## src/rtl/l2_synonym_ctrl.sv

```systemverilog
`timescale 1ns/1ps
module l2_synonym_ctrl #(
  parameter int VPN_W = 4,
  parameter int PPN_W = 4,
  parameter int OFF_W = 4,
  parameter int SS_W  = 2,
  parameter int SET_W = 2,
  parameter int TLB_N = 4
) (
  input  logic                   clk,
  input  logic                   rst_n,
  input  logic                   tlb_we,
  input  logic [$clog2(TLB_N)-1:0] tlb_sel,
  input  logic [VPN_W-1:0]       tlb_vpn,
  input  logic [PPN_W-1:0]       tlb_ppn,
  input  logic                   req_valid,
  output logic                   req_ready,
  input  logic [VPN_W+OFF_W-1:0] req_va,
  input  logic                   req_write,
  output logic                   cmd_valid,
  input  logic                   cmd_ready,
  output logic                   cmd_fill,
  output logic [SS_W+OFF_W-1:0]  cmd_idx,
  output logic                   mem_valid,
  input  logic                   mem_ready,
  output logic                   mem_write,
  output logic [PPN_W+OFF_W-1:0] mem_addr,
  output logic                   done_valid,
  output logic                   done_fault
);
  localparam int IDX_W = SET_W + OFF_W;
  localparam int TAG_W = PPN_W - SET_W;
  localparam int SETS  = 1 << IDX_W;
  localparam int L1_W  = SS_W + OFF_W;

  typedef enum logic [2:0] {S_IDLE, S_LOOK, S_INV, S_WB, S_RD, S_FILL, S_DONE} st_t;
  st_t state;

  logic [TLB_N-1:0]             tv;
  logic [TLB_N-1:0][VPN_W-1:0]  tvpn;
  logic [TLB_N-1:0][PPN_W-1:0]  tppn;

  logic [SETS-1:0]              lv, ld, lc;
  logic [SETS-1:0][TAG_W-1:0]   lt;
  logic [SETS-1:0][SS_W-1:0]    ls;

  logic             r_fault, r_wr, inv_syn;
  logic [PPN_W-1:0] r_ppn;
  logic [SS_W-1:0]  r_ss;
  logic [OFF_W-1:0] r_off;
  logic [L1_W-1:0]  inv_idx;

  logic             t_hit;
  logic [PPN_W-1:0] t_ppn;
  always_comb begin
    t_hit = 1'b0;
    t_ppn = '0;
    for (int i = TLB_N - 1; i >= 0; i--)
      if (tv[i] && tvpn[i] == req_va[OFF_W +: VPN_W]) begin
        t_hit = 1'b1;
        t_ppn = tppn[i];
      end
  end

  wire [IDX_W-1:0] idx  = {r_ppn[SET_W-1:0], r_off};
  wire [TAG_W-1:0] tag  = r_ppn[PPN_W-1:SET_W];
  wire             hit  = lv[idx] && lt[idx] == tag;
  wire [L1_W-1:0]  new1 = {r_ss, r_off};

  assign req_ready  = state == S_IDLE;
  assign cmd_valid  = state == S_INV || state == S_FILL;
  assign cmd_fill   = state == S_FILL;
  assign cmd_idx    = (state == S_FILL) ? new1 : inv_idx;
  assign mem_valid  = state == S_WB || state == S_RD;
  assign mem_write  = state == S_WB;
  assign mem_addr   = (state == S_WB) ? {lt[idx], idx} : {r_ppn, r_off};
  assign done_valid = state == S_DONE;
  assign done_fault = done_valid && r_fault;

  always_ff @(posedge clk) begin
    if (!rst_n) begin
      state <= S_IDLE;
      tv <= '0; tvpn <= '0; tppn <= '0;
      lv <= '0; ld <= '0; lc <= '0; lt <= '0; ls <= '0;
      r_fault <= 1'b0; r_wr <= 1'b0; inv_syn <= 1'b0;
      r_ppn <= '0; r_ss <= '0; r_off <= '0; inv_idx <= '0;
    end else begin
      if (tlb_we) begin
        tv[tlb_sel]   <= 1'b1;
        tvpn[tlb_sel] <= tlb_vpn;
        tppn[tlb_sel] <= tlb_ppn;
      end
      case (state)
        S_IDLE: if (req_valid) begin
          r_fault <= !t_hit;
          r_ppn   <= t_ppn;
          r_ss    <= req_va[OFF_W +: SS_W];
          r_off   <= req_va[OFF_W-1:0];
          r_wr    <= req_write;
          state   <= S_LOOK;
        end
        S_LOOK: begin
          if (r_fault) state <= S_DONE;
          else if (hit) begin
            if (r_wr) ld[idx] <= 1'b1;
            if (lc[idx] && ls[idx] != r_ss) begin
              inv_idx <= {ls[idx], r_off};
              inv_syn <= 1'b1;
              state   <= S_INV;
            end else state <= r_wr ? S_DONE : S_FILL;
          end else if (lv[idx] && lc[idx]) begin
            inv_idx <= {ls[idx], r_off};
            inv_syn <= 1'b0;
            state   <= S_INV;
          end else state <= (lv[idx] && ld[idx]) ? S_WB : S_RD;
        end
        S_INV: if (cmd_ready) begin
          lc[idx] <= 1'b0;
          if (inv_syn) state <= r_wr ? S_DONE : S_FILL;
          else         state <= ld[idx] ? S_WB : S_RD;
        end
        S_WB: if (mem_ready) state <= S_RD;
        S_RD: if (mem_ready) begin
          lv[idx] <= 1'b1;
          lt[idx] <= tag;
          ld[idx] <= r_wr;
          lc[idx] <= 1'b0;
          state   <= r_wr ? S_DONE : S_FILL;
        end
        S_FILL: if (cmd_ready) begin
          for (int j = 0; j < (1 << SET_W); j++)
            if (lc[{j[SET_W-1:0], r_off}] && ls[{j[SET_W-1:0], r_off}] == r_ss)
              lc[{j[SET_W-1:0], r_off}] <= 1'b0;
          lc[idx] <= 1'b1;
          ls[idx] <= r_ss;
          state   <= S_DONE;
        end
        default: state <= S_IDLE;
      endcase
    end
  end
endmodule

```

## config.mk

```make
export PLATFORM = sky130hd
export DESIGN_NAME = l2_synonym_ctrl
export DESIGN_NICKNAME = d
export VERILOG_FILES = /design/src/rtl/l2_synonym_ctrl.sv
export SDC_FILE = /design/constraint.sdc
export NUM_CORES = 1
export LEC_CHECK = 0
export BUFFER_PORTS_ARGS = -buffer_cell sky130_fd_sc_hd__buf_2
export CAP_MARGIN = 40
export CORE_MARGIN = 10
export CORE_UTILIZATION = 48
export CTS_BUF_LIST = sky130_fd_sc_hd__clkbuf_8 sky130_fd_sc_hd__clkbuf_16
export DETAILED_ROUTE_END_ITERATION = 10
export SLEW_MARGIN = 5
export SYNTH_ARGS = -nofsm -noshare
export SYNTH_HDL_FRONTEND = slang
export SYNTH_SLANG_ARGS = --single-unit
```

## constraint.sdc

```tcl
create_clock -name clk -period 6.9 [get_ports clk]
set_input_delay 1.725 -clock clk [delete_from_list [all_inputs] [get_ports clk]]
set_output_delay 1.725 -clock clk [all_outputs]
set_load 0.03 [all_outputs]
```

After elaboration in Yosys (flattened, before gate mapping). Cells that the tools add are included.

Register bits after elaboration: 506. Input bits: 25. Output and inout bits: 21. Word-level logic and storage cells: 335.

Magnitude comparators: 12. Equal/unequal tests: 25. Muxes and demuxes: 102. Bitwise logic cells: 15. Reductions and logical operators: 33.

Operator list (count): two-way mux 64 bit (23); AND 64 bit (5); bitwise mux 128 bit (2); bitwise OR 64 bit (3); case mux 64 bit (3 select lines) (1); NOT 64 bit (2); case mux 64 bit (2 select lines) (1); bitwise mux 64 bit (1); NOT 16 -> 64 bit (1); NOT 32 -> 64 bit (1); NOT 48 -> 64 bit (1); two-way mux 3 bit (12); binary-select mux 2 bit (select 4 bit) (4); bitwise mux 16 bit (2); binary-select mux 2 bit (select 6 bit) (2); two-way mux 6 bit (4); less-than comparator 6 x 7 -> 1 bit, second input constant (3); two-way mux 1 bit (20); two-way mux 4 bit (5); logical AND 1 bit (19); binary-select mux 1 bit (select 6 bit) (3); greater-or-equal comparator 6 x 1 -> 1 bit, second input constant (3); case mux 3 bit (6 select lines) (1); binary-select mux 1 bit (select 4 bit) (4); other kinds (31) (64).

Longest topological paths before layout. Gate-level depths: netlist (run 1).

Depth after elaboration: 28. Mapped depth: 15. Mapped depth without buffers: 9.

Least setup slack after synthesis (run 1). OpenSTA, ideal clock, no wires.

Path type: register -> output. From: register r_off[2]. To: output mem_addr[6]. Arrival: 2251 ps. Data required time: 5175 ps. Slack: 2924 ps. Cell stages (with the launch flop): 8. Path buffers: 4. Path through: dfxtp_1 > clkbuf_1 > clkbuf_1 > clkbuf_1 > buf_1 > nor3_1 > a211o_1 > nand2_1.

Word-level cells in the longest chain between the ends: 3.

RTL lines: from (decl) (RTL line 50) `logic [OFF_W-1:0] r_off;`; from (signal assigned) (RTL line 98) `r_off <= req_va[OFF_W-1:0];`; binary-select mux 2 bit (select 6 bit) (RTL line 76) `assign mem_addr = (state == S_WB) ? {lt[idx], idx} : {r_ppn, r_off};`; two-way mux 2 bit (implied by the code) (RTL line 76); two-way mux 8 bit (RTL line 76); to (decl) (RTL line 27) `output logic [PPN_W+OFF_W-1:0] mem_addr,`.

Every way passes these cells. The select of a mux whose other input is x is not followed.

Worst setup path in the final report (run 1).
From: register r_off[1]. To: output mem_addr[7].

Same word-level chain as after synthesis.

==> flow_metrics.py, run 1 <==
metrics = {
    "status": {
        "status": "complete, no violations",
    },
    "job": {
        "drv_cap": 0,
    },
    "yosys": {
        "synth_ff_type": "dfxtp_1",
        "synth_common_cells": "dfxtp_1 (506), nand2_1 (474), a21oi_1 (337), mux2i_1 (319), nor2_1 (304)",
        "synth-seq-cells": 506,
        "ys_seq_area_share_pct": 41.2,
        "synth_edf_count": 0,
        "yosys.cell_types.count": 77,
        "synth_area_per_cell_sq_um": 8.45,
        "yosysMostFrequentCell": "dfxtp_1",
        "ys_warn_count": 0,
        "yosys.area.top_type": "dfxtp_1",
        "synth_nets": 2937,
        "async_flop_share_pct": 0,
        "synth.area.top_cells": "dfxtp_1 (41%), mux2i_1 (13%), nand2_1 (7.2%)",
        "synth_top_cell_area_share_pct": 41.2,
        "synthCells": 2912,
        "post_synth_instance_area_sq_um": 24600,
    },
    "grt": {
        "grt_pass1_vias": 20800,
        "grtUsageTotal_pct": 26.0,
        "grt_max_degree": 147,
        "grt_overflow": 0,
        "antenna_found_initial": 1,
        "grt_pass1_wl_um": 125000,
    },
    "floorplanning": {
        "die_w_um": 246,
        "initial_core_util_pct": 48.8,
        "dieArea_sq_um": 60700,
        "fp.dieH_um": 246,
        "ios": 46,
        "core.rowCount": 82,
        "core_sq_um": 50400,
    },
    "cts": {
        "cts_hold_repair.buffers": 0,
        "post_cts_buffers": 0,
        "cts_root_buffer": "clkbuf_16",
        "cts.sinks": 506,
        "post_cts_resize_count": 0,
        "cts_buffer_depth": 3,
        "cts_tree": "built",
        "insertion_delay_ns": 0.62,
        "clk_pin_slew_ns": 0.06,
        "htree_levels": 2,
        "numCtsBuffers": 55,
    },
    "cells_and_area": {
        "final_layout_size_suffix_gt1_share_pct": 10.6,
        "synthToLayoutAreaGrowth_pct": 9.77,
        "nets": 2841,
        "finish.utilization_pct": 53.6,
        "stdcell_area_sq_um": 27000,
    },
    "timing": {
        "max_slew_margin_pct": 36.8,
        "slew_viol_final": 0,
        "hold_violations": 0,
        "grt_setup_unrepaired": "no",
        "tns_ns": 0,
        "finalWorstSetupSlack_ns": 1.37,
        "min_period_ns": 5.53,
        "finalSetupViolations": 0,
        "max_freq_ghz": 0.181,
        "finalClockSkew_ns": 0.0138,
        "fin_crit_sh_pct": 80.1,
        "tightestPinTransition_ns": 0.947,
    },
    "worst_hold_path": {
        "worstHoldEndpoint": "tppn[7]",
        "min_path_type": "flop to flop",
        "holdCritStartpoint": "tppn[7]",
        "whs_path_depth": 2,
    },
    "detailed_routing": {
        "ant_nets": 0,
        "drc": 0,
        "routed_wirelength_um": 81700,
        "wl_per_cell_um": 23.2,
        "drt_first_iter_violations": 2541,
        "vias": 22000,
        "dr.pass1.iters": 6,
        "vias_per_cell": 6.23,
    },
    "power": {
        "peakVddDrop_v": 0.000197,
        "leakagePower_nw": 9.66,
        "p_per_area_nw_per_um2": 309,
        "total_power_mw": 8.35,
    },
    "place": {
        "dp.final_hpwl_um": 51600,
        "place_congestion": 0.923,
        "io_buffers": 45,
        "preCtsSetupSlack_ns": 1.95,
        "dpl_cell_area_sq_um": 25200,
    },
    "setup_path": {
        "crit_chain": "buf_4 -> and2_1 -> buf_4 -> a22oi_1 -> nand3_1 -> o21ai_0 -> or3_1 -> nand3_1 -> nand2_1 -> buf_2",
        "r2r_end": "ld[1]",
        "crit_arrival_ns": 3.80,
        "crit_type": "flop to output pin",
        "slowest_delay_ns": 0.85,
        "r2r_slack_ns": 1.93,
        "critPathCaptureType": "output pin",
        "critPathLaunchType": "flop",
        "cp_data_required_time_ns": 5.18,
        "r2r_cells": 10,
        "path_delay_family": "buffers and inverters",
        "timing.rr.start": "r_off[0]",
        "critPathSlowestCell": "dfxtp_4",
        "path_max_fanout": 47,
        "cp.buffers_inverters": 3,
    },
}
worst max-delay path by stage:
stage / startpoint / endpoint / slack (ns) / cells past startpoint
finish: r_off[1] / mem_addr[7] / 1.37 / 10
global route: r_off[0] / mem_addr[6] / 1.26 / 8
CTS: r_off[0] / mem_addr[6] / 1.38 / 8
detailed placement: r_off[0] / ld[7] / 1.95 / 10
global placement: r_off[1] / mem_addr[7] / 1.93 / 8
floorplan: r_off[2] / mem_addr[6] / 2.92 / 7
kinds of logic (layout without fill, tap and decap cells):
| group | Yosys count | in the layout | synth area share (%) |
|---|---|---|---|
| buf+inv | 280 | 223 | 5.26 |
| mux | 373 | 373 | 17.9 |
| simple gates | 1075 | 1075 | 18.7 |
| flops | 506 | 506 | 41.2 |
| other cells | 0 | 1 | 0 |
| xor+xnor | 31 | 31 | 1.10 |
| compound gates | 647 | 647 | 15.9 |
report_power, final:
part	internal, mW	leakage (nW)	total (mW)	switching, mW
Combinational	0.582	4.63	2.30	1.72
Sequential	2.96	4.08	3.10	0.132
Clock	1.71	0.939	2.95	1.23
Total	5.26	9.66	8.35	3.08
layout make-up:
cell class / count / area [sq um]
clock buffers: 74 / 1640
inverters: 9 / 41.3
clock inverters: 22 / 153
diodes: 1 / 2.50
fillers: 4664 / 23400
well taps: 672 / 841
multi-input cells: 2126 / 13300
flip-flops and latches: 506 / 10100
repair buffers: 118 / 902
flip-flops by register name, indices dropped and copies added (netlist names), 6 cells and up:
name	count
tvpn	16
lc	64
ls	128
inv_idx	6
ld	64
lt	128
lv	64
tppn	16
tightest hold or removal path: cells and delay by family, from the launching register on:
kind	cells	cell delay [ns]
compound gates	1	0.05
flops	1	0.31
simple gates	1	0.05
placed cells by master (no fill, tap or decap), types with 4 or more instances in the layout:
| cell type | n |
|---|---|
| dfxtp_1 | 497 |
| nand2_1 | 474 |
| a21oi_1 | 336 |
| mux2i_1 | 319 |
| nor2_1 | 299 |
| nand3_1 | 113 |
| o21ai_0 | 94 |
| a211oi_1 | 69 |
| nor4_1 | 62 |
| buf_4 | 62 |
| a22oi_1 | 58 |
| clkbuf_16 | 55 |
| mux4_2 | 49 |
| nor3_1 | 46 |
| buf_2 | 44 |
| a32oi_1 | 20 |
| nor2b_1 | 19 |
| inv_1 | 19 |
| clkbuf_8 | 19 |
| xor2_1 | 18 |
| xnor2_1 | 13 |
| o21a_1 | 11 |
| nand2b_1 | 9 |
| a221oi_1 | 8 |
| or2_2 | 7 |
| a22o_1 | 7 |
| dfxtp_2 | 7 |
| and3_1 | 6 |
| nor3_2 | 6 |
| clkinv_2 | 6 |
| and2_1 | 5 |
| nor2_2 | 5 |
| o22ai_1 | 4 |
| nand4_1 | 4 |
| buf_8 | 4 |
metal layers:
metal,GRT usage [%],vias up,share of wire [%]
met5,0,-,0.024
met4,11.3,2,4.2
met3,4.62,207,8.7
met2,40.7,974,45
met1,34.8,10700,42
li1,-,10100,-
per-stage QoR:
step | instances | hold slack, ns
floorplan | 2912 | 0.429
global route | 3527 | 0.471
finish | 3528 | 0.453
detailed placement | 3431 | 0.447
global placement | 3417 | 0.439
CTS | 3527 | 0.456
No activity file was read; power rests on OpenSTA's default activity.
==> run 2: changes to the inputs <==
--- a/config.mk
+++ b/config.mk
@@ -11,6 +11,7 @@
 export CORE_UTILIZATION = 48
 export CTS_BUF_LIST = sky130_fd_sc_hd__clkbuf_8 sky130_fd_sc_hd__clkbuf_16
 export DETAILED_ROUTE_END_ITERATION = 10
+export PLACE_DENSITY = 0.66
 export SLEW_MARGIN = 5
 export SYNTH_ARGS = -nofsm -noshare
 export SYNTH_HDL_FRONTEND = slang
==> constraint.sdc (replaced) <==
create_clock -name clk -period 4.5 [get_ports clk]
set_input_delay 1.125 -clock clk [delete_from_list [all_inputs] [get_ports clk]]
set_output_delay 1.125 -clock clk [all_outputs]
set_load 0.03 [all_outputs]
==> flow_metrics.py, run 2 (synthesis gave the netlist of run 1 again) <==
metrics = {
    "cts": {
        "cts_hold_repair.buffers": 0,
        "post_cts_resize_count": 0,
        "insertion_delay_ns": 0.62,
        "cts.sinks": 506,
        "numCtsBuffers": 52,
        "htree_levels": 2,
        "post_cts_buffers": 0,
        "clk_pin_slew_ns": 0.06,
        "cts_buffer_depth": 3,
        "cts_tree": "built",
        "cts_root_buffer": "clkbuf_16",
    },
    "setup_path": {
        "r2r_end": "ld[63]",
        "cp_data_required_time_ns": 3.38,
        "critPathLaunchType": "flop",
        "critical_path.most_common_cell": "nand2_1",
        "crit_chain": "nor2b_2 -> a22oi_1 -> nand2_1 -> o21ai_0 -> or3_1 -> nand3_1 -> nand2_1 -> buf_2",
        "crit_type": "flop to output pin",
        "timing.rr.start": "r_off[1]",
        "critPathSlowestCell": "nor2b_2",
        "critPathCaptureType": "output pin",
        "slowest_delay_ns": 0.72,
        "r2r_slack_ns": 0.57,
        "r2r_cells": 10,
        "path_max_fanout": 34,
        "crit_arrival_ns": 3.27,
    },
    "grt": {
        "grt_pass1_vias": 21200,
        "met3_usage_pct": 5.24,
        "grtUsageTotal_pct": 25.3,
        "grt_max_degree": 137,
        "grt_busiest_layer": "met2",
        "grt_overflow": 0,
        "met1_usage_pct": 32.7,
        "met2_usage_pct": 39.6,
        "grt_pass1_wl_um": 122000,
        "antenna_found_initial": 0,
    },
    "worst_hold_path": {
        "holdCritStartpoint": "ls[36]",
        "whs_path_depth": 2,
        "worstHoldEndpoint": "ls[36]",
        "min_path_type": "flop to flop",
    },
    "place": {
        "place_congestion": 0.908,
        "io_buffers": 45,
        "dp.final_hpwl_um": 51600,
    },
    "detailed_routing": {
        "drc": 0,
        "vias": 22100,
        "wl_per_cell_um": 22.3,
        "routed_wirelength_um": 79100,
        "vias_per_cell": 6.24,
        "dr.pass1.iters": 6,
        "ant_nets": 0,
        "drt_first_iter_violations": 2485,
    },
    "power": {
        "total_power_mw": 12.8,
        "leakagePower_nw": 9.73,
        "p_per_area_nw_per_um2": 471,
        "peakVddDrop_v": 0.000369,
    },
    "floorplanning": {
        "initial_core_util_pct": 48.8,
        "core_sq_um": 50400,
        "dieArea_sq_um": 60700,
        "core.rowCount": 82,
        "die_w_um": 246,
        "ios": 46,
        "fp.dieH_um": 246,
    },
    "cells_and_area": {
        "final_common_cell": "dfxtp_1",
        "n_antenna_cell": 0,
        "final_cell_mix": "dfxtp_1 (498), nand2_1 (474), a21oi_1 (336), mux2i_1 (319), nor2_1 (299)",
        "top_regs": "ls (128), lt (128)",
        "final_layout_size_suffix_gt1_share_pct": 11.3,
        "nets": 2860,
        "fillers": 4566,
        "synthToLayoutAreaGrowth_pct": 10.3,
    },
    "job": {
        "drv_cap": 0,
    },
    "timing": {
        "fin_crit_sh_pct": 97.7,
        "finalSetupViolations": 0,
        "min_period_ns": 4.40,
        "max_freq_ghz": 0.227,
        "slew_viol_final": 0,
        "max_slew_margin_pct": 39.8,
        "grt_setup_unrepaired": "no",
        "hold_violations": 0,
        "tightestPinTransition_ns": 0.899,
        "tns_ns": 0,
        "finalClockSkew_ns": 0.0221,
    },
    "status": {
        "status": "complete, no violations",
    },
}
==> run 2: changes by cell type in the layout (fill, tap and decap cells not counted), moves of 2 or more <==
cell / change
clkinv_2: +5
clkinvlp_4: +2
clkbuf_16: -2
inv_1: -5
buf_6: -2
buf_12: +6
buf_4: +24
buf_8: -4
bufinv_16: +2
buf_16: -2
clkbuf_8: -5
==> run 2: how the worst max path moves through the flow <==
stage                  start     endpoint  slack (ns)  cells past startpoint
floorplan           r_off[2]  mem_addr[6]        1.12                      7
global placement    r_off[0]        ld[0]        0.77                     11
detailed placement  r_off[0]       ld[63]        0.68                     11
CTS                 r_off[0]  mem_addr[6]        0.13                      9
global route        r_off[0]  mem_addr[7]       0.008                     10
finish              r_off[1]  mem_addr[7]        0.10                      8
==> run 2: critical path: cells and delay by family (launching register included) <==
| family | cells | cell delay (ns) |
|---|---|---|
| AO/OA/AOI/OAI | 2 | 0.27 |
| buffers and inverters | 1 | 0.20 |
| flip-flops | 1 | 0.69 |
| AND/OR/NAND/NOR | 5 | 1.46 |
==> run 2: per-layer routing <==
metal,wire length (um),vias to the layer above,share of wire [%]
li1,-,10200,-
met1,33000,10700,42
met2,35400,1031,45
met3,6750,253,8.5
met4,4010,0,5.1
met5,0,-,0
==> run 2: stage by stage <==
step	utilization, %	setup WS, ns	instance area [sq um]	std cells	hold WS [ns]
after floorplan	-	1.12	24600	2912	0.429
final	53.8	0.103	27100	3548	0.454
after global routing	53.8	0.00816	27100	3548	0.472
after global placement	50.2	0.770	25300	3449	0.439
after detailed placement	50.3	0.681	25400	3453	0.443
after CTS	53.8	0.127	27100	3548	0.452
==> run 2: final cells by class <==
class                           instances  area [sq um]  share of cell area [%]
Timing Repair Buffer                  140          1060                    3.93
Tap cell                              672           841                    3.10
Sequential cell                       506         10100                    37.4
Clock inverter                         28           251                   0.927
Multi-Input combinational cell       2126         13300                    48.9
Inverter                                9          41.3                   0.152
Clock buffer                           67          1520                    5.60
==> run 2: power breakdown <==
group,internal [mW],switching [mW]
registers,4.54,0.218
logic,0.954,2.58
clock network,2.60,1.88
